==> src/rtl/seg7_pkg.sv <==
package seg7_pkg;
  localparam int DIGIT_W = 4;
  localparam int SEG_W   = 7;
  localparam int NUM_CODES = 1 << DIGIT_W;

  typedef logic [DIGIT_W-1:0] digit_t;
  typedef logic [SEG_W-1:0]   seg_t;

  localparam seg_t SEG_ALL_ON  = {SEG_W{1'b1}};
  localparam seg_t SEG_ALL_OFF = {SEG_W{1'b0}};

  // strobes from control to datapath
  typedef struct packed {
    logic clearDigit;
    logic loadDigit;
    logic forceOn;
    logic forceOff;
  } seg7_ctrl_t;

  // glyph table, bit 0 = segment a
  function automatic seg_t glyphOf(digit_t code);
    seg_t g;
    case (code)
      4'd0: g = 7'h3F;
      4'd1: g = 7'h06;
      4'd2: g = 7'h5B;
      4'd3: g = 7'h4F;
      4'd4: g = 7'h66;
      4'd5: g = 7'h6D;
      4'd6: g = 7'h7C;
      4'd7: g = 7'h07;
      4'd8: g = 7'h7F;
      4'd9: g = 7'h67;
      default: g = SEG_ALL_OFF;
    endcase
    return g;
  endfunction
endpackage

==> src/rtl/seg7_ctrl.sv <==
module seg7_ctrl
  import seg7_pkg::*;
(
  input  logic       rst,
  input  logic       latchEnN,
  input  logic       lampTestN,
  input  logic       blankN,
  output seg7_ctrl_t strobes
);
  always_comb begin
    strobes = '0;
    // reset outranks loading
    strobes.clearDigit = rst;
    strobes.loadDigit  = !rst && !latchEnN;
    // lamp test outranks blanking
    strobes.forceOn    = !lampTestN;
    strobes.forceOff   = lampTestN && !blankN;
  end
endmodule

==> src/rtl/seg7_datapath.sv <==
module seg7_datapath
  import seg7_pkg::*;
#(
  parameter digit_t RESET_DIGIT = '0
) (
  input  logic       clk,
  input  seg7_ctrl_t strobes,
  input  digit_t     digitIn,
  output seg_t       segOut
);
  digit_t heldDigit;
  seg_t   glyph;

  always_ff @(posedge clk) begin
    if (strobes.clearDigit)     heldDigit <= RESET_DIGIT;
    else if (strobes.loadDigit) heldDigit <= digitIn;
  end

  always_comb glyph = glyphOf(heldDigit);

  always_comb begin
    if (strobes.forceOn)       segOut = SEG_ALL_ON;
    else if (strobes.forceOff) segOut = SEG_ALL_OFF;
    else                       segOut = glyph;
  end
endmodule

==> src/rtl/seg7_latch_decoder.sv <==
module seg7_latch_decoder
  import seg7_pkg::*;
(
  input  logic             clk,
  input  logic             rst,
  input  logic [DIGIT_W-1:0] digitIn,
  input  logic             latchEnN,
  input  logic             lampTestN,
  input  logic             blankN,
  output logic [SEG_W-1:0] segOut
);
  seg7_ctrl_t strobes;

  seg7_ctrl u_ctrl (
    .rst(rst), .latchEnN(latchEnN), .lampTestN(lampTestN),
    .blankN(blankN), .strobes(strobes)
  );

  seg7_datapath u_dp (
    .clk(clk), .strobes(strobes), .digitIn(digitIn), .segOut(segOut)
  );
endmodule

==> config.mk <==
export PLATFORM = sky130hd
export DESIGN_NAME = seg7_latch_decoder
export DESIGN_NICKNAME = d
export VERILOG_FILES = /design/src/rtl/seg7_pkg.sv /design/src/rtl/seg7_ctrl.sv /design/src/rtl/seg7_datapath.sv /design/src/rtl/seg7_latch_decoder.sv
export SDC_FILE = /design/constraint.sdc
export NUM_CORES = 1
export LEC_CHECK = 0
export BUFFER_PORTS_ARGS = -buffer_cell sky130_fd_sc_hd__buf_2
export CAP_MARGIN = 20
export CELL_PAD_IN_SITES_DETAIL_PLACEMENT = 1
export CELL_PAD_IN_SITES_GLOBAL_PLACEMENT = 2
export CORE_ASPECT_RATIO = 0.75
export CORE_MARGIN = 10
export CORE_UTILIZATION = 32
export CTS_CLUSTER_DIAMETER = 40
export CTS_CLUSTER_SIZE = 25
export DETAILED_ROUTE_END_ITERATION = 6
export GPL_ROUTABILITY_DRIVEN = 0
export PLACE_DENSITY_LB_ADDON = 0.1
export SYNTH_ARGS = -nofsm -noshare
export SYNTH_HDL_FRONTEND = slang
export SYNTH_HIERARCHICAL = 1
export SYNTH_SLANG_ARGS = --single-unit
==> constraint.sdc <==
create_clock -name clk -period 1.95 [get_ports clk]
set_input_delay 0.0975 -clock clk [delete_from_list [all_inputs] [get_ports clk]]
set_output_delay 0.0975 -clock clk [all_outputs]
set_load 0.02 [all_outputs]
### Yosys cells after proc, flatten, opt, wreduce, memory -nomap -nowiden

Memories as Yosys holds them, arrays and structs flattened. A register that Yosys moved wholly into a read port is not among the register bits.
Cells that the tools add are included.

| word-level totals | value |
|---|---|
| register bits | 4 |
| input bits | 9 |
| RAM bits | 0 |
| word-level logic and storage cells | 11 |
| bits in latches | 0 |
| output and inout bits | 7 |
| memory bits (read-only) | 112 |
| memories | 1 |

| operators by class | value |
|---|---|
| equality and inequality tests | 0 |
| bitwise gates (word level) | 0 |
| multipliers | 0 |
| divide/modulo/power cells | 0 |
| $add $sub $neg | 0 |
| shift operators | 0 |
| order comparisons | 0 |
| reduce and logical (&&, ||, !) cells | 5 |
| mux-type cells | 4 |

Memory list:

| name | words | bits a word | read ports | clocked after Yosys merged registers in | write ports | RTL line | text |
|---|---|---|---|---|---|---|---|
| (no name shown) | 16 | 7 | 1 | 1 | 0 | seg7_pkg.sv:23 | `case (code)` |

Operators with widths:

| kind | count |
|---|---|
| $mux 7 | 2 |
| $mux 4 | 2 |
| $logic_not 1->1 | 3 |
| $logic_and 1x1->1 | 2 |

### Depth between registers and ports, before layout

Gate-level depths: netlist (run 1).

| depth | value |
|---|---|
| word-level depth | 4 |
| gate-level depth with buffers | 9 |
| gate-level depth less buffers | 8 |

### Hierarchy

Netlist (run 1), hierarchy kept.

Modules (own cells, without submodules):

| module | seq. area each (µm²) | cells an instance | instances | area an instance (µm²) |
|---|---|---|---|---|
| seg7_datapath | 220.2 | 70 | 1 | 708.2 |
| seg7_ctrl | 0.0 | 4 | 1 | 28.8 |

### Worst setup path before layout (run 1)

OpenSTA, ideal clock, no wires.

| path | value |
|---|---|
| kind | in2reg |
| start point | input port rst |
| end point | register, netlist name u_dp/glyph[3] |
| setup time | 0.127 ns |
| required time | 1.823 ns |
| data arrival time | 1.542 ns |
| path slack | 0.282 ns |
| path buffers | 3 |
| stages on the path | 9 |
| cells stage by stage | buf_4 buf_2 buf_2 nor2_1 inv_1 ha_1 or2_2 o22ai_1 o22ai_1 |

| on the way | value |
|---|---|
| word-level cells in the longest chain between the ends | 4 |

RTL lines:

| item | RTL line | text |
|---|---|---|
| from (decl) | seg7_latch_decoder.sv:5 | `input logic rst,` |
| $logic_not 1->1 | seg7_ctrl.sv:14 | `strobes.loadDigit = !rst && !latchEnN;` |
| $logic_and 1x1->1 | seg7_ctrl.sv:14 |  |
| $mux 4 (no line) | n/a |  |
| $mux 4 (no line) (*) | n/a |  |

Every way passes the cells marked *; elsewhere a longest branch is shown, timed or not.
A chain may end at the register's enable or synchronous reset.

==> results.cfg, run 1 <==
[logic_synthesis]
ys_top_cells_by_area = dfxtp_1, ha_1, a21o_1, mux2i_4, mux2i_1
synth_edf_count = 0
synthCells = 74
synth_most_common_cell = dfxtp_1
synth_top_area_cell = dfxtp_1
syn_avg_cell_area_um2 = 9.96
synth_cell_types = 31
synth_top_area_share = 0.299
ys_async_sr_fraction = 0
ys_seq_elements = 11
seq_area_frac_synth = 0.299
synth_area_um2 = 737
synth_ff_type = dfxtp_1
syn-num-nets = 88
ys_warn_count = 6
synthTopCellsByCount = dfxtp_1, nor2_1, a21o_1

[floorplanning]
design.die.area_um2 = 4640
fp.dieH_um = 61.6
rows = 14
dieWidth_um = 75.4
start_util = 0.351
core-area_um2 = 2100
ios = 16

[placed_design]
dp.cells = 113
post-place-ws_ps = -12.2
port_buffers = 15
postPlaceCellArea_um2 = 843
dp_hpwl_um = 1460

[route]
dr.first_iter.drc_count = 33
ant_nets = 0
routed_via_density = 4.91
wl_per_cell_um = 15.3
drt-total-wl_um = 1790
drtPass1Iterations = 4
num_vias = 574
post-route-drc-count = 0

[global_routing]
grt_usage = 0.0839
grt_overflow_total = 0
grt_pass1_vias = 572
antenna_found_initial = 0
grt_start_max_net_pins = 21
grt_first_pass_wirelength_um = 2860

[sta]
hold_viol = 0
relSlewSlack = 0.685
tns_ps = 0
fin_ws_ps = 270
finalCritPeriodShare = 0.862
tightest_slew_ps = 466
rsz0062_at_grt = no
drv_slew = 0
period_needed_ps = 1680
fmax_mhz = 595
fin_skew_ps = 14.6
finalSetupViolations = 0

[setup_path]
arrival_ps = 1850
path_buf_inv = 2
path_class = in -> reg
crit_slowest_cell = nor2_1
path_max_fanout = 4
crit_required_ps = 2120
cpPeakStageDelay_ps = 360
crit_path_start_kind = input pin
path_cells = buf_2 -> nor2_1 -> mux2i_1 -> nor2_1 -> inv_1 -> ha_1 -> or2_2 -> o22ai_1 -> o22ai_1
crit_path_end_kind = flop
crit_family = simple AND/OR/NAND/NOR gates

[job]
maxCapViolCount = 0

[pwr]
powerDensity_nw_per_um2 = 638
fin_total_pwr_uw = 556
p_leak_nw = 0.374
peakVddDrop_mv = 0.275

[clock_tree]
cts_buffer_depth = 2
clkTransAtPathRegs_ps = 80
cts_tree = yes
holdBufCountCts = 0
cts_setup_buffers = 0
cts_made_buffers = 3
cts.repair.resized = 0
root_buffer = clkbuf_4
cts.sinks = 11
htreeDepth = 1
clk_latency_ps = 280

[finish]
finalNonFillerCells = 117
fill_cells = 258
fin_area_um2 = 871
antenna_cells = 0
fin_nets = 108
area_delta_synth_final_pct = 18.2
drive_above_1_share = 0.366

[status]
outcome = finished clean

[hold_path]
hold_class = in -> reg
[final cells by class]
cell class	instances	area [um2]	share of cell area
multi-input cells	52	459	0.527
well taps	24	30.0	0.0345
flip-flops and latches	11	220	0.253
clock inverters	1	5.00	0.00575
clock buffers	3	22.5	0.0259
repair buffers	19	105	0.121
inverters	7	28.8	0.0330
[state kept, by name, indices dropped and copies added, names as in the netlist]
| register | cells |
|---|---|
| u_dp/glyph | 7 |
| u_dp/heldDigit | 4 |
[cells in the final DEF, fill, tap and decap left out, types with 2 or more instances in the layout]
master	count
a211oi_1	2
a21o_1	7
a21oi_1	2
buf_2	15
buf_4	4
clkbuf_4	3
dfxtp_1	11
ha_1	5
inv_1	6
mux2i_1	3
mux2i_4	2
nor2_1	8
nor4bb_1	2
o21ai_0	2
o21bai_1	2
o22ai_1	2
xor2_1	2
[per-stage QoR]
stage          utilization  hold WS, ps
2_1_floorplan            -          285
3_3_place_gp         0.401          407
3_5_place_dp         0.401          448
4_1_cts              0.414          143
5_1_grt              0.414          187
6_report             0.414          154
[path summary, 6_finish.rpt]
check	startpoint	to	slack, ps	cells after the start
setup reg to reg	u_dp/heldDigit[0]	u_dp/glyph[3]	310	7
hold reg to reg	u_dp/heldDigit[0]	u_dp/heldDigit[0]	590	2
setup / recovery	latchEnN	u_dp/glyph[3]	270	9
hold / removal	digitIn[0]	u_dp/heldDigit[0]	150	3
[kinds of logic (layout without fill, tap and decap cells)]
family          Yosys count  in the layout  synth area share
buf+inv                  11             30            0.0781
flops                    11             11             0.299
xor+xnor                  2              2            0.0238
simple gates             16             16             0.149
compound gates           23             23             0.248
mux                       6              6             0.117
fa+ha+maj                 5              5            0.0849
[metal layers]
layer / vias to the layer above / part of all wire / wire (um) / track usage
met5: - / 0 / 0 / 0
met4: 0 / 0.0095 / 17 / 0.0475
met3: 3 / 0.058 / 103 / 0.0322
met2: 13 / 0.46 / 815 / 0.116
met1: 256 / 0.48 / 852 / 0.108
li1: 302 / - / - / -
[power breakdown]
| group | total (mW) | switching (mW) | internal (mW) | leakage (nW) |
|---|---|---|---|---|
| clock network | 0.163 | 0.0872 | 0.0762 | 0.0177 |
| logic | 0.143 | 0.0804 | 0.0621 | 0.265 |
| registers | 0.250 | 0.00738 | 0.243 | 0.0907 |
| total | 0.556 | 0.175 | 0.381 | 0.374 |
[worst reg2reg max path, cell delays in order (launching register included)]
cell and delay [ps]:
dfxtp_1 330, mux2i_1 110, nor2_1 230, inv_1 120
ha_1 220, or2_2 270, o22ai_1 150, o22ai_1 110
Note: power is estimated with default switching activity, not from simulation.
==> inputs of run 2 (changes only) <==
--- a/config.mk
+++ b/config.mk
@@ -16,6 +16,7 @@
 export CTS_CLUSTER_SIZE = 25
 export DETAILED_ROUTE_END_ITERATION = 6
 export GPL_ROUTABILITY_DRIVEN = 0
+export HOLD_SLACK_MARGIN = 0.15
 export PLACE_DENSITY_LB_ADDON = 0.1
 export SYNTH_ARGS = -nofsm -noshare
 export SYNTH_HDL_FRONTEND = slang
==> constraint.sdc (replaced) <==
create_clock -name clk -period 1.95 [get_ports clk]
set_input_delay 0.0975 -clock clk [delete_from_list [all_inputs] [get_ports clk]]
set_output_delay 0.0975 -clock clk [all_outputs]
set_load 0.05 [all_outputs]
==> run 2 against run 1 <==
Against the previous run:
- largest power group unchanged
- combinational power rose by 19%
- first-iteration DRC count fell by 30%
- sequential power barely moved
- fmax fell by 4.5%
==> results.cfg, run 2 (synthesis gave the netlist of run 1 again) <==
[clock_tree]
htreeDepth = 1
cts_made_buffers = 3
clk_latency_ps = 280
cts_setup_buffers = 0
cts_tree = yes
root_buffer = clkbuf_4
clkTransAtPathRegs_ps = 90
cts_buffer_depth = 2
cts.sinks = 11

[pwr]
fin_total_pwr_uw = 584
p_leak_nw = 0.378
netSwitchingFraction = 0.345
powerDensity_nw_per_um2 = 663
p_clk_frac = 0.280
p_seq_frac = 0.428
peakVddDrop_mv = 0.278
p_int_uw = 382
power_frac_comb = 0.291
p_sw_uw = 202

[finish]
fill_cells = 258
fin_nets = 109
largest_reg_flops = 7
drive_above_1_share = 0.362
area_delta_synth_final_pct = 19.5
layout.cells.most_common = buf_2
antenna_cells = 0
layout_common_cells = buf_2, dfxtp_1, nor2_1

[placed_design]
dp_hpwl_um = 1460
port_buffers = 15
post-place-ws_ps = -12.2

[sta]
finalCritPeriodShare = 0.902
rsz0062_at_grt = no
tightest_slew_ps = 463
fmax_mhz = 569
fin_skew_ps = 15.0
hold_viol = 0
fin_ws_ps = 191
relSlewSlack = 0.687
hold_ws_ps = 163
period_needed_ps = 1760
finalSetupViolations = 0
drv_slew = 0

[route]
wl_per_cell_um = 15.3
ant_nets = 0
num_vias = 577
drt-total-wl_um = 1800
drtPass1Iterations = 4
post-route-drc-count = 0
dr.first_iter.drc_count = 23
routed_via_density = 4.89

[setup_path]
path_class = in -> reg
crit_family = buffers and inverters
crit_path_start_kind = input pin
r2r-start = u_dp/heldDigit[0]
crit_path_start = digitIn[0]
path_buf_inv = 3
timing.critical_path.mode_cell = o22ai_1
arrival_ps = 1930
worstReg2RegEnd = u_dp/glyph[3]
path_max_fanout = 3
crit_path_end_kind = flop
crit_required_ps = 2120
reg2reg_depth = 7
cp.depth = 9
endpoint = u_dp/glyph[3]
reg2reg_slack_ps = 310
path_cells = dlygate4sd3_1 -> buf_2 -> mux2i_1 -> nor2_1 -> inv_1 -> ha_1 -> or2_2 -> o22ai_1 -> o22ai_1
crit_slowest_cell = dlygate4sd3_1
cpPeakStageDelay_ps = 530

[global_routing]
grt_pass1_vias = 578
grt_usage = 0.0849
grt_first_pass_wirelength_um = 2890
antenna_found_initial = 0
grt_overflow_total = 0
grt_start_max_net_pins = 21

[floorplanning]
dieWidth_um = 75.4
fp.dieH_um = 61.6
start_util = 0.351
ios = 16
core-area_um2 = 2100
design.die.area_um2 = 4640
rows = 14

[status]
outcome = finished clean

[job]
maxCapViolCount = 0

[hold_path]
hold_class = in -> reg
==> run 2: cell count changes in the layout (fill, tap and decap cells not counted) <==
cell,delta
dlygate4sd3_1,+1
==> run 2: worst min path at each step <==
| stage | startpoint | cells past startpoint | slack, ps | end |
|---|---|---|---|---|
| 3_5_place_dp | digitIn[0] | 3 | 450 | u_dp/heldDigit[0] |
| 4_1_cts | digitIn[1] | 3 | 170 | u_dp/heldDigit[1] |
| 6_report | digitIn[1] | 3 | 160 | u_dp/heldDigit[1] |
| 2_1_floorplan | digitIn[0] | 2 | 280 | u_dp/heldDigit[0] |
| 5_1_grt | digitIn[1] | 3 | 190 | u_dp/heldDigit[1] |
| 3_3_place_gp | digitIn[0] | 3 | 410 | u_dp/heldDigit[0] |
==> run 2: cell type report <==
cell class | count | area, um2 | area share
clock buffer | 3 | 22.5 | 0.0256
clock inverter | 1 | 5.00 | 0.00568
inverter | 7 | 28.8 | 0.0327
multi-input combinational | 52 | 459 | 0.521
sequential | 11 | 220 | 0.250
tap | 24 | 30.0 | 0.0341
timing repair buffer | 20 | 115 | 0.131
==> run 2: power by group through the flow <==
stage / Combinational [mW] / Clock, mW / Sequential, mW
floorplan: 0.130 / 0 / 0.253
global placement: 0.168 / 0 / 0.255
detailed placement: 0.170 / 0 / 0.256
CTS: 0.173 / 0.171 / 0.250
global route: 0.185 / 0.189 / 0.253
finish: 0.170 / 0.164 / 0.250
==> run 2: metal layers <==
layer / global-route usage / routed length (um)
met1: 0.109 / 845
met2: 0.119 / 834
met3: 0.0322 / 103
met4: 0.0475 / 17
met5: 0 / 0
==> run 2: timing repair <==
action                                  CTS  global route
endpoints found under the hold margin     1             0
endpoints found under the setup margin    0             0
hold buffers                              1             0
resized for setup                         0             0
==> run 2: through the flow <==
stage | utilization | std cells | cell area, um2 | TNS (ps)
floorplan | - | 74 | 737 | 0
global placement | 0.401 | 113 | 843 | 0
detailed placement | 0.401 | 113 | 843 | -12.2
CTS | 0.419 | 118 | 881 | 0
global route | 0.419 | 118 | 881 | 0
finish | 0.419 | 118 | 881 | 0
==> run 2: worst min-delay path, delay by kind of cell <==
kind	cells	cell delay [ps]
buffers and inverters	1	110
muxes	1	110
and+or+nand+nor	1	90
